--- src/rtl/cs_pred_pkg.sv ---
package cs_pred_pkg;

  localparam int unsigned NUM_HALVES = 6;
  localparam int unsigned SEL_W      = 3;

  typedef enum logic [1:0] {
    CMP_TRUE  = 2'd0,
    CMP_FALSE = 2'd1,
    CMP_EQUAL = 2'd2,
    CMP_DELTA = 2'd3
  } cmpOp_e;

  typedef enum logic [1:0] {
    LD_KEEP    = 2'd0,
    LD_RSVD    = 2'd1,
    LD_LOAD    = 2'd2,
    LD_LOADINV = 2'd3
  } loadOp_e;

  typedef enum logic [2:0] {
    CB_SET = 3'd0,
    CB_AND = 3'd1,
    CB_OR  = 3'd2,
    CB_XOR = 3'd3
  } combOp_e;

  // Read selector values beyond the halves
  localparam logic [SEL_W-1:0] SEL_RESULT = 3'd6;
  localparam logic [SEL_W-1:0] SEL_NONE   = 3'd7;

  typedef struct packed {
    logic [NUM_HALVES-1:0] halfWr;
    logic [SEL_W-1:0]      rdSel;
    logic                  predUpd;
    cmpOp_e                cmpOp;
    loadOp_e               loadOp;
    logic [2:0]            combOp;
    logic                  drawReq;
    logic                  drawPredEn;
  } ctrlStrobes_t;

endpackage

--- src/rtl/cs_pred_ctrl.sv ---
module cs_pred_ctrl
  import cs_pred_pkg::*;
#(
  parameter int unsigned ADDR_W    = 16,
  parameter int unsigned CMD_W     = 32,
  parameter logic [15:0] BASE_ADDR = 16'h2400,
  parameter logic [5:0]  PRED_OPC  = 6'h0C,
  parameter int unsigned DRAW_EN_BIT = 8
) (
  input  logic              cmdValid,
  input  logic              cmdIsDraw,
  input  logic [CMD_W-1:0]  cmdDword,
  input  logic              regWrEn,
  input  logic [ADDR_W-1:0] regAddr,
  output ctrlStrobes_t      strobes
);

  localparam int unsigned NUM_SLOTS = NUM_HALVES + 1;
  localparam int unsigned SPAN      = NUM_SLOTS * 4;

  logic [ADDR_W-1:0] offs;
  logic              inWindow;
  logic [SEL_W-1:0]  slot;
  logic              isMiType;
  logic              isPredCmd;

  assign offs     = regAddr - ADDR_W'(BASE_ADDR);
  assign inWindow = (regAddr >= ADDR_W'(BASE_ADDR)) &&
                    (offs < ADDR_W'(SPAN)) && (offs[1:0] == 2'b00);
  assign slot     = inWindow ? offs[SEL_W+1:2] : SEL_NONE;

  assign isMiType  = (cmdDword[31:29] == 3'b000);
  assign isPredCmd = cmdValid && !cmdIsDraw && isMiType &&
                     (cmdDword[28:23] == PRED_OPC);

  for (genvar g = 0; g < NUM_HALVES; g++) begin : gen_wr
    assign strobes.halfWr[g] = regWrEn && (slot == SEL_W'(g));
  end

  assign strobes.rdSel      = slot;
  assign strobes.predUpd    = isPredCmd;
  assign strobes.cmpOp      = cmpOp_e'(cmdDword[1:0]);
  assign strobes.combOp     = cmdDword[5:3];
  assign strobes.loadOp     = loadOp_e'(cmdDword[7:6]);
  assign strobes.drawReq    = cmdValid && cmdIsDraw;
  assign strobes.drawPredEn = cmdDword[DRAW_EN_BIT];

endmodule

--- src/rtl/cs_pred_datapath.sv ---
module cs_pred_datapath
  import cs_pred_pkg::*;
#(
  parameter int unsigned HALF_W = 32
) (
  input  logic              clk,
  input  logic              rstN,
  input  ctrlStrobes_t      strobes,
  input  logic [HALF_W-1:0] wrData,
  output logic [HALF_W-1:0] rdData,
  output logic              drawIssue,
  output logic              drawSkip,
  output logic              predBit
);

  localparam int unsigned FULL_W = 2 * HALF_W;

  logic [HALF_W-1:0] halfReg [NUM_HALVES];
  logic [FULL_W-1:0] opA, opB, refVal, delta;
  logic cmpRes, loadVal, mergeVal, predNext;

  for (genvar g = 0; g < NUM_HALVES; g++) begin : gen_half
    always_ff @(posedge clk or negedge rstN) begin
      if (!rstN)                 halfReg[g] <= '0;
      else if (strobes.halfWr[g]) halfReg[g] <= wrData;
    end
  end

  assign opA    = {halfReg[1], halfReg[0]};
  assign opB    = {halfReg[3], halfReg[2]};
  assign refVal = {halfReg[5], halfReg[4]};
  assign delta  = opA - opB;

  always_comb begin
    unique case (strobes.cmpOp)
      CMP_TRUE:  cmpRes = 1'b1;
      CMP_FALSE: cmpRes = 1'b0;
      CMP_EQUAL: cmpRes = (opA == opB);
      CMP_DELTA: cmpRes = (delta == refVal);
      default:   cmpRes = 1'b0;
    endcase
  end

  assign loadVal = (strobes.loadOp == LD_LOADINV) ? ~cmpRes : cmpRes;

  always_comb begin
    case (strobes.combOp)
      3'(CB_AND): mergeVal = predBit & loadVal;
      3'(CB_OR):  mergeVal = predBit | loadVal;
      3'(CB_XOR): mergeVal = predBit ^ loadVal;
      default:    mergeVal = loadVal;
    endcase
  end

  // Load codes 0 and 1 keep the bit; only codes 2 and 3 reach the merge
  assign predNext = (strobes.predUpd && strobes.loadOp[1]) ? mergeVal : predBit;

  always_ff @(posedge clk or negedge rstN) begin
    if (!rstN) predBit <= 1'b1;
    else       predBit <= predNext;
  end

  always_comb begin
    rdData = '0;
    if (strobes.rdSel == SEL_RESULT) begin
      rdData = HALF_W'(predBit);
    end else begin
      for (int i = 0; i < NUM_HALVES; i++) begin
        if (strobes.rdSel == SEL_W'(i)) rdData = halfReg[i];
      end
    end
  end

  assign drawIssue = strobes.drawReq && (!strobes.drawPredEn || predBit);
  assign drawSkip  = strobes.drawReq && strobes.drawPredEn && !predBit;

  assert_draw_exclusive_R9: assert property (@(posedge clk) disable iff (!rstN)
    $onehot0({drawIssue, drawSkip}));

  assert_no_draw_no_answer_R9: assert property (@(posedge clk) disable iff (!rstN)
    !strobes.drawReq |-> !(drawIssue || drawSkip));

  assert_keep_holds_R6: assert property (@(posedge clk) disable iff (!rstN)
    (strobes.predUpd && !strobes.loadOp[1]) |=> $stable(predBit));

  assert_idle_stable_R3: assert property (@(posedge clk) disable iff (!rstN)
    !strobes.predUpd |=> $stable(predBit));

endmodule

--- src/rtl/cs_predicate_unit.sv ---
module cs_predicate_unit
  import cs_pred_pkg::*;
#(
  parameter int unsigned ADDR_W    = 16,
  parameter int unsigned HALF_W    = 32,
  parameter logic [15:0] BASE_ADDR = 16'h2400
) (
  input  logic              clk,
  input  logic              rstN,
  input  logic              cmdValid,
  input  logic              cmdIsDraw,
  input  logic [HALF_W-1:0] cmdDword,
  input  logic              regWrEn,
  input  logic [ADDR_W-1:0] regAddr,
  input  logic [HALF_W-1:0] regWrData,
  output logic [HALF_W-1:0] regRdData,
  output logic              drawIssue,
  output logic              drawSkip,
  output logic              predState
);

  ctrlStrobes_t strobes;

  cs_pred_ctrl #(
    .ADDR_W   (ADDR_W),
    .CMD_W    (HALF_W),
    .BASE_ADDR(BASE_ADDR)
  ) i_ctrl (
    .cmdValid (cmdValid),
    .cmdIsDraw(cmdIsDraw),
    .cmdDword (cmdDword),
    .regWrEn  (regWrEn),
    .regAddr  (regAddr),
    .strobes  (strobes)
  );

  cs_pred_datapath #(
    .HALF_W(HALF_W)
  ) i_dp (
    .clk      (clk),
    .rstN     (rstN),
    .strobes  (strobes),
    .wrData   (regWrData),
    .rdData   (regRdData),
    .drawIssue(drawIssue),
    .drawSkip (drawSkip),
    .predBit  (predState)
  );

  // Port-level view of a "load compare-true, replace" command
  logic setTrueCmd;
  assign setTrueCmd = cmdValid && !cmdIsDraw && (cmdDword[31:23] == 9'h00C) &&
                      (cmdDword[7:0] == 8'h80);

  assert_set_true_R7: assert property (@(posedge clk) disable iff (!rstN)
    setTrueCmd |=> predState);

  assert_unflagged_draw_R9: assert property (@(posedge clk) disable iff (!rstN)
    (cmdValid && cmdIsDraw && !cmdDword[8]) |-> drawIssue);

  assert_result_read_R2: assert property (@(posedge clk) disable iff (!rstN)
    (regAddr == (BASE_ADDR + 16'h18)) |-> (regRdData == HALF_W'(predState)));

endmodule

--- config.mk ---
export PLATFORM = sky130hd
export DESIGN_NAME = cs_predicate_unit
export DESIGN_NICKNAME = d
export VERILOG_FILES = /design/src/rtl/cs_pred_pkg.sv /design/src/rtl/cs_pred_ctrl.sv /design/src/rtl/cs_pred_datapath.sv /design/src/rtl/cs_predicate_unit.sv
export SDC_FILE = /design/constraint.sdc
export NUM_CORES = 1
export LEC_CHECK = 0
export BUFFER_PORTS_ARGS = -buffer_cell sky130_fd_sc_hd__buf_4
export CAP_MARGIN = 20
export CELL_PAD_IN_SITES_DETAIL_PLACEMENT = 0
export CELL_PAD_IN_SITES_GLOBAL_PLACEMENT = 2
export CORE_MARGIN = 2
export CORE_UTILIZATION = 35
export DETAILED_ROUTE_END_ITERATION = 8
export PLACE_DENSITY_LB_ADDON = 0.1
export SYNTH_ARGS = -nofsm -noshare
export SYNTH_HDL_FRONTEND = slang
export SYNTH_SLANG_ARGS = --single-unit
--- constraint.sdc ---
create_clock -name clk -period 5 [get_ports clk]
set_input_delay 1.25 -clock clk [delete_from_list [all_inputs] [get_ports clk]]
set_output_delay 1.25 -clock clk [all_outputs]
set_load 0.005 [all_outputs]
* Word level (Yosys, flattened, before mapping) *
Index checks and enable logic that the tools add are counted.

operators by class
  add/sub/neg operators = 2
  order comparisons = 2
  eq/ne operators = 16
  multiplexer cells = 11
  bitwise gates (word level) = 4
  reductions and logical operators = 24

operator list
  cell                                                         number
  two-way mux 32 bit                                           7
  == test 64 bit                                               2
  subtractor 64 bit                                            1
  >= comparator 16 x 14 -> 1 bit, second input constant        1
  logical AND 1 bit                                            16
  less-than comparator 16 x 5 -> 1 bit, second input constant  1
  subtractor 16 x 14 -> 16 bit, second input constant          1
  == test 3 x 2 -> 1 bit, second input constant                4
  == test 3 bit, second input constant                         3
  == test 2 bit, second input constant                         3
  == test 3 x 1 -> 1 bit, second input constant                2
  == test 6 x 4 -> 1 bit, second input constant                1
  zero test 3 bit                                              2
  zero test 2 bit                                              2
  case mux 1 bit (4 select lines)                              1
  zero test 1 bit                                              3
  two-way mux 3 bit                                            1
  case mux 1 bit (3 select lines)                              1
  == test 2 x 1 -> 1 bit, second input constant                1
  bitwise AND 1 bit                                            1
  logical OR 1 bit                                             1
  two-way mux 1 bit                                            1
  inverter 1 bit                                               1
  bitwise OR 1 bit                                             1
  bitwise XOR 1 bit                                            1

word-level totals
  register bits = 193
  output and inout port bits = 35

* Depth between registers and ports, before layout *
  word-level depth = 13
  mapped depth = 21
  mapped depth without buffers = 21

* By module *
Synthesis repeated with hierarchy kept, for this count alone.

unflattened totals
  cell total of the unflattened synthesis = 1801
  area total of the unflattened synthesis = 15255.9 sq um

by module, submodules not included
  module            times used  cells each  area an instance (sq um)
  cs_pred_datapath  1           1764        14995.6
  cs_pred_ctrl      1           37          260.2

* Least setup slack after synthesis *
OpenSTA, ideal clock, no wires.

  path type = in2out
  start point = input port regAddr[0]
  end point = output port regRdData[12]
  data arrival time = 3453 ps
  required time = 3750 ps
  slack = 297 ps
  stages = 11
  buffers on the path = 2
  path through = or4_1 -> nor4_1 -> nand2_1 -> nor2_1 -> and2_0 -> clkbuf_1 -> clkbuf_1 -> a221oi_1 -> o21ai_0 -> a21oi_1 -> nor2_1

on the way
  word-level cells in the longest chain between the ends = 13
  elaborated cells on any way between the ends = 21

ends and longest elaborated chain
  item                                  line                     source
  from (decl)                           cs_predicate_unit.sv:14  input logic [ADDR_W-1:0] regAddr,
  subtractor 16 x 14 -> 16 bit          cs_pred_ctrl.sv:27       assign offs = regAddr - ADDR_W'(BASE_ADDR);
  less-than comparator 16 x 5 -> 1 bit  cs_pred_ctrl.sv:29       (offs < ADDR_W'(SPAN)) && (offs[1:0] == 2'b00);
  logical AND 1 bit                     cs_pred_ctrl.sv:28       assign inWindow = (regAddr >= ADDR_W'(BASE_ADDR)) &&
  logical AND 1 bit                     cs_pred_ctrl.sv:29
  two-way mux 3 bit (*)                 cs_pred_ctrl.sv:30       assign slot = inWindow ? offs[SEL_W+1:2] : SEL_NONE;
  zero test 3 bit                       cs_pred_datapath.sv:69   if (strobes.rdSel == SEL_W'(i)) rdData = halfReg[i];
  two-way mux 32 bit (6 in series)      cs_pred_datapath.sv:69
  two-way mux 32 bit (*)                cs_pred_datapath.sv:65   if (strobes.rdSel == SEL_RESULT) begin
  to (decl)                             cs_predicate_unit.sv:16  output logic [HALF_W-1:0] regRdData,

Every way passes the cells marked *; elsewhere a longest branch is shown, timed or not.

* Final worst setup path *
  start point = register i_dp.halfReg[121] (netlist bit)
  end point = register i_dp.predBit

on the way
  word-level cells in the longest chain between the ends = 7
  elaborated cells on any way between the ends = 10

ends and longest elaborated chain
  item                                       line                    source
  from (decl)                                cs_pred_datapath.sv:18  logic [HALF_W-1:0] halfReg [NUM_HALVES];
  from (signal, indexed assignment)          cs_pred_datapath.sv:25  else if (strobes.halfWr[g]) halfReg[g] <= wrData;
  subtractor 64 bit                          cs_pred_datapath.sv:32  assign delta = opA - opB;
  == test 64 bit                             cs_pred_datapath.sv:39  CMP_DELTA: cmpRes = (delta == refVal);
  case mux 1 bit (4 select lines) (*)        cs_pred_datapath.sv:35  unique case (strobes.cmpOp)
  inverter 1 bit                             cs_pred_datapath.sv:44  assign loadVal = (strobes.loadOp == LD_LOADINV) ? ~cmpRes : cmpRes;
  two-way mux 1 bit (*)                      cs_pred_datapath.sv:44
  bitwise XOR 1 bit (tied with other cells)  cs_pred_datapath.sv:50  3'(CB_XOR): mergeVal = predBit ^ loadVal;
  case mux 1 bit (3 select lines) (*)        cs_pred_datapath.sv:47  case (strobes.combOp)
  to (signal assigned)                       cs_pred_datapath.sv:60  else predBit <= predNext;
  to (decl)                                  cs_pred_datapath.sv:13  output logic predBit

Marked as above.
A chain may end at the register's enable or synchronous reset.

==> impl_metrics.toml <==
[run_status]
outcome = "finished with violations"
violations = "negative setup slack"

[critical_path]
reg2reg_depth = 20
setup.worst_path.start = "i_dp.halfReg[121]"
path_max_fanout = 5
reg2reg_from = "i_dp.halfReg[121]"
cp-start-kind = "flop"
crit_end = "i_dp.predBit"
r2r_slack_ns = -0.12
worstPathRequired_ns = 5.44
critPathCaptureType = "flop"
critPathArrivalTime_ns = 5.56
crit_type = "reg -> reg"
timing.rr.end = "i_dp.predBit"

[power_and_ir_drop]
power_mw = 3.16
ir_drop_mv = 0.263
powerDensity_nw_per_um2 = 152
p_leak_nw = 10.6

[floorplanning]
num_rows = 75
die_h_um = 210
initial_utilization_pct = 35.3
die_area_um2 = 43900
core-area_um2 = 41900
die_w_um = 210
ios = 120

[synthesis]
syn_inst = 1618
ys.flop_type = "dfrtp_1"
async_flop_share_pct = 100
ys_ff_latch = 193
ys_types = 92
syn_nets = 1769
yosysWarningCount = 0
avgSynthCellArea_um2 = 9.14
synth_seq_area_share_pct = 32.7
syn_area_um2 = 14800
synth_edf_count = 0

[global_routing]
antenna_found_initial = 1
grt_max_degree = 110
grt_pass1_vias = 15395
grt_first_pass_wirelength_mm = 103
grt_remaining_overflow = 0
globalRouteTotalUtil_pct = 33.0

[timing]
timing.slew.headroom_pct = 33.7
worstMarginPinSlew_ns = 0.995
fin_crit_sh_pct = 102
finalSetupViolCount = 1
layout_min_cycle_time_ns = 5.12
drv_slew = 0
rsz0062_at_grt = "yes"
hold_viol_final = 0
fmax_mhz = 195
tns_ns = -0.116
fin_skew_ns = 0.0110
worst_slack_ns = -0.116

[clock_tree]
cts_buffers = 17
clockBufferDepth = 2
cts.sinks = 193
cts.clk_slew.worst_paths_ns = 0.07
htree_levels = 4
clk_latency_ns = 0.51
cts-root-buf = "clkbuf_16"
cts_tree = "yes"

[placement]
port_buffers = 104
placed_cells = 2672
dp_slack_ns = -0.399
dpl.hpwl_mm = 59.1
place_congestion = 1.02

[detailed_routing]
first_pass_iters = 5
drt-total-wl_mm = 72.3
num_vias = 15602
drt_iter0_drc = 1514
ant_nets = 0
wl_per_cell_um = 26.7
drc = 0
viasPerCell = 5.75

[cells_and_area]
stdcell_count = 2712
nNetsFinal = 2311
area_delta_synth_final_pct = 40.9
drive_gt1_share_pct = 43.9
antennaDiodeCount = 0

[worst_hold_path]
hp-class = "reg -> reg"

[flow_run]
max_cap_violations = 0
-- Yosys cell counts, types with 9 or more instances --
cell	instances	area (um^2)
nand3_1	29	145
a21o_1	14	105
nor2b_1	9	56.3
buf_1	18	67.6
ha_1	65	813
o21ai_1	18	90.1
o211ai_1	9	67.6
a211oi_1	10	75.1
o21ai_0	76	380
nor3_1	36	180
clkbuf_1	31	116
mux2_2	194	2180
a221oi_1	12	105
nand4_1	47	294
o21a_1	14	105
a221o_1	25	250
or2_2	9	56.3
inv_1	77	289
nor2_1	113	424
nand2_1	126	473
buf_2	18	90.1
nor4_1	16	100
nand2b_1	12	75.1
a22oi_1	16	120
xnor2_1	41	359
xor2_1	40	350
a21oi_1	139	696
dfrtp_1	192	4800
and2_1	9	56.3
a222oi_1	26	260
-- worst max-delay path, cell delays in order, from the launching register on --
cell      delay (ns)
dfrtp_1         0.38
inv_1           0.06
ha_1            0.40
a21oi_1         0.25
o21ai_0         0.19
a21oi_2         0.36
o32ai_1         0.21
a311oi_4        0.44
o31a_1          0.22
o2111a_1        0.20
nand4_1         0.18
or4b_4          0.57
or2_1           0.24
nand2b_1        0.09
xnor2_1         0.12
ha_1            0.25
mux2_4          0.28
nor4b_4         0.28
a21oi_1         0.06
o211a_1         0.13
and3_1          0.14
-- what timing repair did --
action / CTS / global route
gates resized for setup: 50 / 54
hold buffers: 0 / 0
pin swaps: 25 / 15
endpoints found under the setup margin: 1 / 5
setup buffers: 5 / 3
-- cell usage in the layout, fill, tap and decap left out, types with 16 or more instances in the layout --
cell	instances
o21ai_1	19
o21ai_0	71
buf_4	587
nand4_1	47
a221o_1	25
nand3_1	28
xnor2_1	40
a222oi_1	26
clkbuf_16	17
nor2_1	108
dfrtp_1	192
a21oi_1	126
nand2_1	119
ha_2	20
mux2_2	194
a22oi_1	16
inv_1	76
ha_1	38
a21oi_2	18
xor2_1	39
nor3_1	31
-- through the flow --
step	hold WS (ns)	instance area (um^2)	utilization, %
6_report	0.536	20800	49.8
5_1_grt	0.562	20800	49.8
4_1_cts	0.539	20600	49.2
3_5_place_dp	0.522	19700	47.2
3_3_place_gp	0.514	19700	47.2
2_1_floorplan	0.501	14800	-
-- where the power goes --
group          switching (mW)  internal [mW]  total [mW]
sequential           0.000514           1.56        1.56
clock                   0.697          0.697        1.39
combinational           0.114         0.0892       0.203
total                   0.812           2.35        3.16
-- metal layers --
| layer | vias up | global-route usage [%] | part of all wire (%) |
|---|---|---|---|
| met4 | 0 | 13.0 | 3.6 |
| met5 | - | 0 | 0 |
| met1 | 7794 | 46.1 | 46 |
| met2 | 512 | 51.3 | 44 |
| met3 | 104 | 5.13 | 5.8 |
| li1 | 7192 | - | - |
-- how the worst min path moves through the flow --
stage,cells after the start,slack (ns),startpoint,endpoint
floorplan,1,0.50,i_dp.halfReg[64],i_dp.halfReg[64]
global placement,1,0.51,i_dp.halfReg[86],i_dp.halfReg[86]
detailed placement,1,0.52,i_dp.halfReg[67],i_dp.halfReg[67]
CTS,1,0.54,i_dp.halfReg[73],i_dp.halfReg[73]
global route,1,0.56,i_dp.halfReg[73],i_dp.halfReg[73]
finish,1,0.54,i_dp.halfReg[67],i_dp.halfReg[67]
-- sequential cells by signal, summed over array words and instances, names as in the netlist --
register / cells
i_dp.predBit: 1
i_dp.halfReg: 192
-- cell type report --
cell class	count	area, um^2
fillers	4061	21000
multi-input cells	1271	9800
flip-flops and latches	193	4830
repair buffers	600	4660
well taps	539	674
clock buffers	21	470
inverters	77	289
clock inverters	11	113
-- kinds of logic (layout without fill, tap and decap cells) --
group / count (synthesis) / count (layout) / synth area share, %
compound gates: 468 / 468 / 22.1
xor+xnor: 81 / 81 / 4.80
fa+ha+maj: 66 / 66 / 5.63
buf+inv: 154 / 709 / 4.33
flops: 193 / 193 / 32.7
mux: 200 / 200 / 15.2
simple gates: 456 / 456 / 15.3
No activity file was read; power rests on OpenSTA's default activity.
